===== src/rtl/mfs_pkg.sv =====
package mfs_pkg;
  localparam int NSTAT = 12;

  localparam int S_POR  = 0;
  localparam int S_CPUV = 1;
  localparam int S_BKUV = 2;
  localparam int S_OV   = 3;
  localparam int S_OC   = 4;
  localparam int S_BKOC = 5;
  localparam int S_SPI  = 6;
  localparam int S_OTP  = 7;
  localparam int S_LOCK = 8;
  localparam int S_TW   = 9;
  localparam int S_TSD  = 10;
  localparam int S_TSDF = 11;

  typedef enum logic [1:0] {
    LK_LATCH  = 2'b00,
    LK_RETRY  = 2'b01,
    LK_REPORT = 2'b10,
    LK_OFF    = 2'b11
  } lock_mode_e;

  // set wins over clear; clear only acts where its mask bit is high
  function automatic logic [NSTAT-1:0] sticky_next(input logic [NSTAT-1:0] cur,
                                                   input logic [NSTAT-1:0] set,
                                                   input logic [NSTAT-1:0] clr_mask);
    return set | (cur & ~clr_mask);
  endfunction
endpackage


===== src/rtl/mfs_retry.sv =====
module mfs_retry #(
  parameter int LEN = 4000
) (
  input  logic clk,
  input  logic rst_n,
  input  logic srst,
  input  logic trig,
  output logic busy_o
);
  localparam int W = (LEN > 1) ? $clog2(LEN) : 1;

  logic [W-1:0] cnt;
  logic         busy;
  logic         expire;

  assign expire = busy && (cnt == W'(LEN - 1));
  assign busy_o = busy;

  always_ff @(posedge clk or negedge rst_n) begin
    if (!rst_n) begin
      busy <= 1'b0;
      cnt  <= '0;
    end else if (srst) begin
      busy <= 1'b0;
      cnt  <= '0;
    end else if (!busy) begin
      if (trig) begin
        busy <= 1'b1;
        cnt  <= '0;
      end
    end else if (expire) begin
      busy <= trig;
      cnt  <= '0;
    end else begin
      cnt <= cnt + 1'b1;
    end
  end

  p_cnt_range_r4: assert property (@(posedge clk) disable iff (!rst_n)
    busy |-> (cnt <= W'(LEN - 1)));
  p_busy_hold_r4: assert property (@(posedge clk) disable iff (!rst_n)
    (busy && !expire && !srst) |=> busy);
endmodule


===== src/rtl/mfs_hall_mon.sv =====
module mfs_hall_mon #(
  parameter int NUM_HALL = 3,
  parameter int LOCK_CYC = 50000
) (
  input  logic                clk,
  input  logic                rst_n,
  input  logic                srst,
  input  logic                hold,
  input  logic [NUM_HALL-1:0] hall_i,
  output logic                lock_o
);
  localparam int CW = $clog2(LOCK_CYC + 1);

  logic [NUM_HALL-1:0] s1, s2, s3;
  logic [CW-1:0]       cnt;
  logic                hall_edge;

  assign hall_edge = |(s2 ^ s3);
  assign lock_o    = (cnt == CW'(LOCK_CYC));

  always_ff @(posedge clk or negedge rst_n) begin
    if (!rst_n) begin
      s1 <= '0;
      s2 <= '0;
      s3 <= '0;
    end else begin
      s1 <= hall_i;
      s2 <= s1;
      s3 <= s2;
    end
  end

  always_ff @(posedge clk or negedge rst_n) begin
    if (!rst_n)                         cnt <= '0;
    else if (srst || hold || hall_edge) cnt <= '0;
    else if (!lock_o)                   cnt <= cnt + 1'b1;
  end

  p_edge_restart_r5: assert property (@(posedge clk) disable iff (!rst_n)
    hall_edge |=> (cnt == '0));
  p_cnt_sat_r5: assert property (@(posedge clk) disable iff (!rst_n)
    cnt <= CW'(LOCK_CYC));
endmodule


===== src/rtl/mtr_fault_sup.sv =====
module mtr_fault_sup
  import mfs_pkg::*;
#(
  parameter int NUM_HALL        = 3,
  parameter int OC_RETRY_CYC    = 4000,
  parameter int BUCK_RETRY_CYC  = 2000,
  parameter int LOCK_RETRY_CYC  = 4000,
  parameter int LOCK_DET_CYC    = 50000
) (
  input  logic                clk,
  input  logic                rst_n,
  input  logic                vm_uv_i,
  input  logic                avdd_uv_i,
  input  logic                cp_uv_i,
  input  logic                buck_uv_i,
  input  logic                ov_i,
  input  logic                oc_i,
  input  logic                buck_oc_i,
  input  logic                tw_i,
  input  logic                tsd_i,
  input  logic                tsd_fet_i,
  input  logic                spi_err_i,
  input  logic                otp_err_i,
  input  logic [NUM_HALL-1:0] hall_i,
  input  logic                clr_i,
  input  logic                slp_rst_i,
  input  logic                ov_en_i,
  input  logic                oc_retry_i,
  input  logic [1:0]          lock_mode_i,
  input  logic                tw_rep_i,
  input  logic                spi_quiet_i,
  output logic                fault_n_o,
  output logic                hiz_o,
  output logic [NSTAT-1:0]    status_o
);
  lock_mode_e       lk_mode;
  logic             sup_uv, uv_q, por_set, clr_any;
  logic             oc_lat, otp_lat, lock_lat;
  logic             oc_busy, bk_busy, lk_busy, lock_det;
  logic             ov_act, oc_act, bk_act, otp_act, lk_hiz, lk_rep;
  logic [NSTAT-1:0] present, clr_mask, status;

  assign lk_mode = lock_mode_e'(lock_mode_i);
  assign sup_uv  = vm_uv_i | avdd_uv_i;
  assign por_set = uv_q & ~sup_uv;
  assign clr_any = clr_i | slp_rst_i;

  mfs_retry #(.LEN(OC_RETRY_CYC)) u_oc_rty (
    .clk(clk), .rst_n(rst_n), .srst(sup_uv),
    .trig(oc_i & oc_retry_i), .busy_o(oc_busy));

  mfs_retry #(.LEN(BUCK_RETRY_CYC)) u_bk_rty (
    .clk(clk), .rst_n(rst_n), .srst(sup_uv),
    .trig(buck_oc_i), .busy_o(bk_busy));

  mfs_retry #(.LEN(LOCK_RETRY_CYC)) u_lk_rty (
    .clk(clk), .rst_n(rst_n), .srst(sup_uv),
    .trig(lock_det && (lk_mode == LK_RETRY)), .busy_o(lk_busy));

  mfs_hall_mon #(.NUM_HALL(NUM_HALL), .LOCK_CYC(LOCK_DET_CYC)) u_hall (
    .clk(clk), .rst_n(rst_n), .srst(sup_uv), .hold(lk_busy),
    .hall_i(hall_i), .lock_o(lock_det));

  // latched policies: set has priority over any clear
  always_ff @(posedge clk or negedge rst_n) begin
    if (!rst_n) begin
      oc_lat   <= 1'b0;
      otp_lat  <= 1'b0;
      lock_lat <= 1'b0;
      uv_q     <= 1'b0;
    end else begin
      uv_q <= sup_uv;
      if (sup_uv) begin
        oc_lat   <= 1'b0;
        otp_lat  <= 1'b0;
        lock_lat <= 1'b0;
      end else begin
        if (oc_i && !oc_retry_i)                   oc_lat <= 1'b1;
        else if (clr_any)                          oc_lat <= 1'b0;
        if (otp_err_i)                             otp_lat <= 1'b1;
        else if (slp_rst_i)                        otp_lat <= 1'b0;
        if (lock_det && (lk_mode == LK_LATCH))     lock_lat <= 1'b1;
        else if (clr_any)                          lock_lat <= 1'b0;
      end
    end
  end

  assign ov_act  = ov_en_i & ov_i;
  assign oc_act  = oc_i | oc_lat | oc_busy;
  assign bk_act  = buck_oc_i | bk_busy;
  assign otp_act = otp_err_i | otp_lat;
  assign lk_hiz  = lock_lat | lk_busy |
                   (lock_det && (lk_mode == LK_LATCH || lk_mode == LK_RETRY));
  assign lk_rep  = lk_hiz | (lock_det && (lk_mode == LK_REPORT));

  always_comb begin
    present         = '0;
    present[S_POR]  = por_set;
    present[S_CPUV] = cp_uv_i;
    present[S_BKUV] = buck_uv_i;
    present[S_OV]   = ov_act;
    present[S_OC]   = oc_i;
    present[S_BKOC] = buck_oc_i;
    present[S_SPI]  = spi_err_i;
    present[S_OTP]  = otp_err_i;
    present[S_LOCK] = lock_det && (lk_mode != LK_OFF);
    present[S_TW]   = tw_i;
    present[S_TSD]  = tsd_i;
    present[S_TSDF] = tsd_fet_i;
    clr_mask        = {NSTAT{clr_any}};
    clr_mask[S_OTP] = slp_rst_i;
  end

  always_ff @(posedge clk or negedge rst_n) begin
    if (!rst_n)      status <= NSTAT'(1) << S_POR;
    else if (sup_uv) status <= '0;
    else             status <= sticky_next(status, present, clr_mask);
  end

  assign status_o  = status;
  assign hiz_o     = sup_uv | cp_uv_i | ov_act | oc_act | otp_act |
                     lk_hiz | tsd_i | tsd_fet_i;
  assign fault_n_o = sup_uv | ~(cp_uv_i | buck_uv_i | ov_act | oc_act | bk_act |
                     otp_act | lk_rep | (tw_i & tw_rep_i) | tsd_i | tsd_fet_i |
                     (spi_err_i & ~spi_quiet_i));

  p_uv_safe_r2: assert property (@(posedge clk) disable iff (!rst_n)
    sup_uv |-> (hiz_o && fault_n_o));
  p_por_mark_r2: assert property (@(posedge clk) disable iff (!rst_n)
    $fell(sup_uv) |=> status_o[S_POR]);
  p_oc_hold_r3: assert property (@(posedge clk) disable iff (!rst_n)
    (oc_lat && !clr_any && !sup_uv) |=> oc_lat);
  p_otp_hold_r9: assert property (@(posedge clk) disable iff (!rst_n)
    (otp_lat && !slp_rst_i && !sup_uv) |=> (otp_lat && status_o[S_OTP]));
  p_tw_nohiz_r10: assert property (@(posedge clk) disable iff (!rst_n)
    (hiz_o && !sup_uv) |-> (cp_uv_i || ov_i || oc_act || otp_act || lk_hiz ||
                            tsd_i || tsd_fet_i));
endmodule


===== config.mk =====
export PLATFORM = sky130hd
export DESIGN_NAME = mtr_fault_sup
export DESIGN_NICKNAME = d
export VERILOG_FILES = /design/src/rtl/mfs_pkg.sv /design/src/rtl/mfs_retry.sv /design/src/rtl/mfs_hall_mon.sv /design/src/rtl/mtr_fault_sup.sv
export SDC_FILE = /design/constraint.sdc
export NUM_CORES = 1
export LEC_CHECK = 0
export ABC_CLOCK_PERIOD_IN_PS = 2500
export BUFFER_PORTS_ARGS = -buffer_cell sky130_fd_sc_hd__buf_2
export CAP_MARGIN = 10
export CORE_MARGIN = 4
export CORE_UTILIZATION = 33
export DETAILED_ROUTE_END_ITERATION = 10
export PLACE_DENSITY = 0.52
export SYNTH_ARGS = -nofsm -noshare
export SYNTH_HDL_FRONTEND = slang
export SYNTH_HIERARCHICAL = 1
export SYNTH_SLANG_ARGS = --single-unit

===== constraint.sdc =====
create_clock -name clk -period 2.5 [get_ports clk]
set_clock_uncertainty 0.15 [all_clocks]
set_input_delay 0.375 -clock clk [delete_from_list [all_inputs] [get_ports clk]]
set_output_delay 0.375 -clock clk [all_outputs]
set_load 0.005 [all_outputs]

==> metrics.md <==
| Metric | Value |
|---|---|
| First DRT Iteration DRCs | `99` |
| Routed wire per std cell | `15.5 um` |
| Multi-input gate area in the final layout | `1930 um^2` |
| Family with the most delay on the worst path | `compound AO/OA/AOI/OAI gates` |
| Vias/cell | `5.18` |
| Max-cap violations | `0` |
| Final Util | `41.4%` |
| Routed Wire Length | `9260 um` |
| GRT Overall Usage | `14.2%` |
| Design Area, Final | `4780 um^2` |
| Switching fraction of total power | `21.3%` |
| Pin count of the biggest net entering global routing | `62` |
| Top post-synthesis cells by area | `dfrtp_1 (49%), nand2_1 (4.0%), nor2_1 (3.9%)` |
| Worst-Margin Slew | `0.792 ns` |
| ANT nets after route | `0` |
| Synth-to-Final Area Change | `21.1%` |
| Buffer depth of the longest clock path | `2` |
| # DRC | `0` |
| H-Tree Depth | `3` |
| Clock insertion delay at the later pin of the skew report | `0.34 ns` |
| CTS tree | `yes` |
| Final hold vios | `58` |
| Comb pwr share | `5.0%` |
| Post-synthesis sequential area ratio | `50.1%` |
| Endpoint class of the critical path | `output port` |
| Die area | `13800 um^2` |
| Final min period | `2.45 ns` |
| Reg power frac | `46.2%` |
| DPL Wire Length | `6500 um` |
| Reg2Reg Depth | `9` |
| Leading area contributor after synthesis | `dfrtp_1` |
| Commonest cells in the netlist | `dfrtp_1 (78), nand2_1 (42), nor2_1 (41)` |
| Reg2reg end | `u_lk_rty/cnt[10]` |
| First-pass GRT wire length | `15800 um` |
| Die width | `117 um` |
| RSZ-0062 raised after global routing | `true` |
| Share of the synthesized area in the top cell type | `49.4%` |
| FILL cells | `1161` |
| Reg area | `1980 um^2` |
| Power Density | `593 nW/um^2` |
| Top-count cell post-synth | `dfrtp_1` |
| Synth warnings | `6` |
| Slew margin rel. | `47.2%` |
| R2r startpoint | `u_hall/cnt[9]` |
| Initial core utilization | `34.1%` |
| Worst reg2reg setup slack | `0.15 ns` |
| EDFF count, synth | `0` |
| Crit Path Max Fanout | `3` |
| Core area | `11600 um^2` |
| Fmax | `409 MHz` |
| Async S/R FF share, synth | `100%` |
| Final setup violation count | `0` |
| Post-Syn Area per Cell | `10.2 um^2` |
| GRT overflow | `0` |
| Leakage | `2.05 nW` |
| Fin nets | `480` |
| Vias | `3098` |
| Count of buffers from port buffering | `38` |
| TritonRoute pass-1 iters | `4` |
| Int Pwr | `2.23 mW` |
| Hold slack | `-0.0382 ns` |
| Clock network power share | `48.8%` |
| Vias in the first global route | `3115` |
| Pre-CTS WS | `0.0868 ns` |
| Mapped Area | `3950 um^2` |
| Post-synthesis cell type count | `64` |
| Overall Power | `2.84 mW` |
| Cell Rows | `39` |
| Num CTS Buffers | `9` |
| Arrival @ worst endpoint | `1.92 ns` |
| IO Count | `39` |
| Final period utilization | `97.8%` |
| Top FF cell, synth | `dfrtp_1` |
| CP Buf/Inv Count | `3` |
| CTS root buf | `clkbuf_16` |
| Violated checks | `hold timing` |
| Critical path class | `flop to output port` |
| Hold crit path type | `input pin to asynchronous set/reset pin` |
| Critical path required time | `1.98 ns` |
| Psw | `0.606 mW` |
| Peak supply drop | `0.372 mV` |
| Crit-path slowest cell | `dfrtp_1` |
| Dpl cell area | `4410 um^2` |
| Synth Net Count | `419` |
| Initial antenna violation count | `0` |
| Syn Inst Count | `389` |
| Crit-path cells | `inv_1 -> ha_2 -> and3b_1 -> nand4_1 -> inv_2 -> a221o_1 -> o31ai_2 -> buf_2` |
| CTS Sinks | `79` |
| DIE HEIGHT | `117 um` |
| Crit path launch type | `flop` |
| Clock-pin transition on the worst setup and hold timing paths | `0.06 ns` |
| Outcome | `finished with violations` |
| Yosys reg bits | `79` |
| Max Slew Vio Count | `0` |
| Share of layout cells above drive strength 1 | `21.3%` |
| Setup slack after layout | `0.0539 ns` |
| Max incr delay on CP | `0.34 ns` |
| Diode count | `0` |
| Placer Congestion | `0.795` |
-- per-layer routing --
metal / GRT usage (%) / part of all wire (%) / vias up
met2: 22.8 / 48 / 44
met3: 4.72 / 4.0 / 7
met4: 4.40 / 1.3 / 0
met1: 18.4 / 47 / 1510
met5: 0 / 0 / -
li1: - / - / 1537
-- worst max path at each step --
stage                             to  cells after the start  slack, ns     startpoint
floorplan           u_lk_rty/cnt[10]                     11       0.20  u_hall/cnt[0]
global placement    u_lk_rty/cnt[10]                      9       0.16  u_hall/cnt[9]
detailed placement  u_lk_rty/cnt[10]                      9       0.09  u_hall/cnt[9]
CTS                        fault_n_o                      8     -0.008  u_hall/cnt[1]
global route               fault_n_o                      8      -0.05  u_hall/cnt[0]
finish                     fault_n_o                      8       0.05  u_hall/cnt[1]
-- area by class of cell --
cell class	count	share of cell area [%]
clock buffer	13	5.02
clock inverter	3	1.44
inverter	13	1.02
multi-input combinational	290	40.3
sequential	79	41.4
tap	143	3.74
timing repair buffer	57	7.17
-- metrics by stage --
step | setup TNS (ns) | instances
CTS | -0.00773 | 598
finish | 0 | 598
global placement | 0 | 579
global route | -0.0799 | 598
floorplan | 0 | 389
detailed placement | 0 | 579
-- kinds of logic (layout without fill, tap and decap cells) --
kind of cell | Yosys count | count (layout) | share of synthesized area, %
muxes | 2 | 2 | 0.539
buffers and inverters | 20 | 86 | 1.93
and+or+nand+nor | 183 | 183 | 27.1
AOI/OAI and AO/OA | 74 | 74 | 13.0
adders and majority gates | 5 | 5 | 1.58
DFF | 79 | 79 | 50.1
xor gates and xnor gates | 26 | 26 | 5.77
-- flip-flops by register name, indices dropped and copies added (netlist names) --
name / count
u_hall/s3: 3
status_o: 12
u_oc_rty/busy_o: 1
u_bk_rty/cnt: 11
u_hall/s2: 3
otp_lat: 1
u_bk_rty/busy_o: 1
u_hall/s1: 3
u_lk_rty/busy_o: 1
u_lk_rty/cnt: 12
oc_lat: 1
u_hall/cnt: 16
lock_lat: 1
uv_q: 1
u_oc_rty/cnt: 12
-- cells in the final DEF, fill, tap and decap left out, types with 5 or more instances in the layout --
master / count
nand2_1: 42
nor2_1: 41
clkbuf_16: 9
buf_2: 37
o21ai_0: 14
nor2b_1: 5
nor3_1: 8
a21oi_1: 22
and2_1: 6
xnor2_1: 15
xor2_1: 11
nand3_1: 11
buf_4: 17
and4_1: 6
nor4_1: 9
nand4_1: 10
inv_1: 11
or3_1: 5
dfrtp_1: 78
-- power groups by stage --
stage | clock, mW | sequential, mW | combinational [mW]
3_5_place_dp | 0 | 1.33 | 0.139
2_1_floorplan | 0 | 1.33 | 0.0527
4_1_cts | 1.44 | 1.31 | 0.144
3_3_place_gp | 0 | 1.33 | 0.138
6_report | 1.38 | 1.31 | 0.141
5_1_grt | 1.50 | 1.31 | 0.161
-- timing repair --
| action | in CTS | in global routing |
|---|---|---|
| endpoints found under the setup margin | 1 | 10 |
| hold endpoints to repair | 3 | 0 |
| hold buffers | 3 | 0 |
| buffers inserted | 0 | 0 |
| pin swaps | 3 | 2 |
| gates resized for setup | 2 | 5 |
Note: power is estimated with default switching activity, not from simulation.
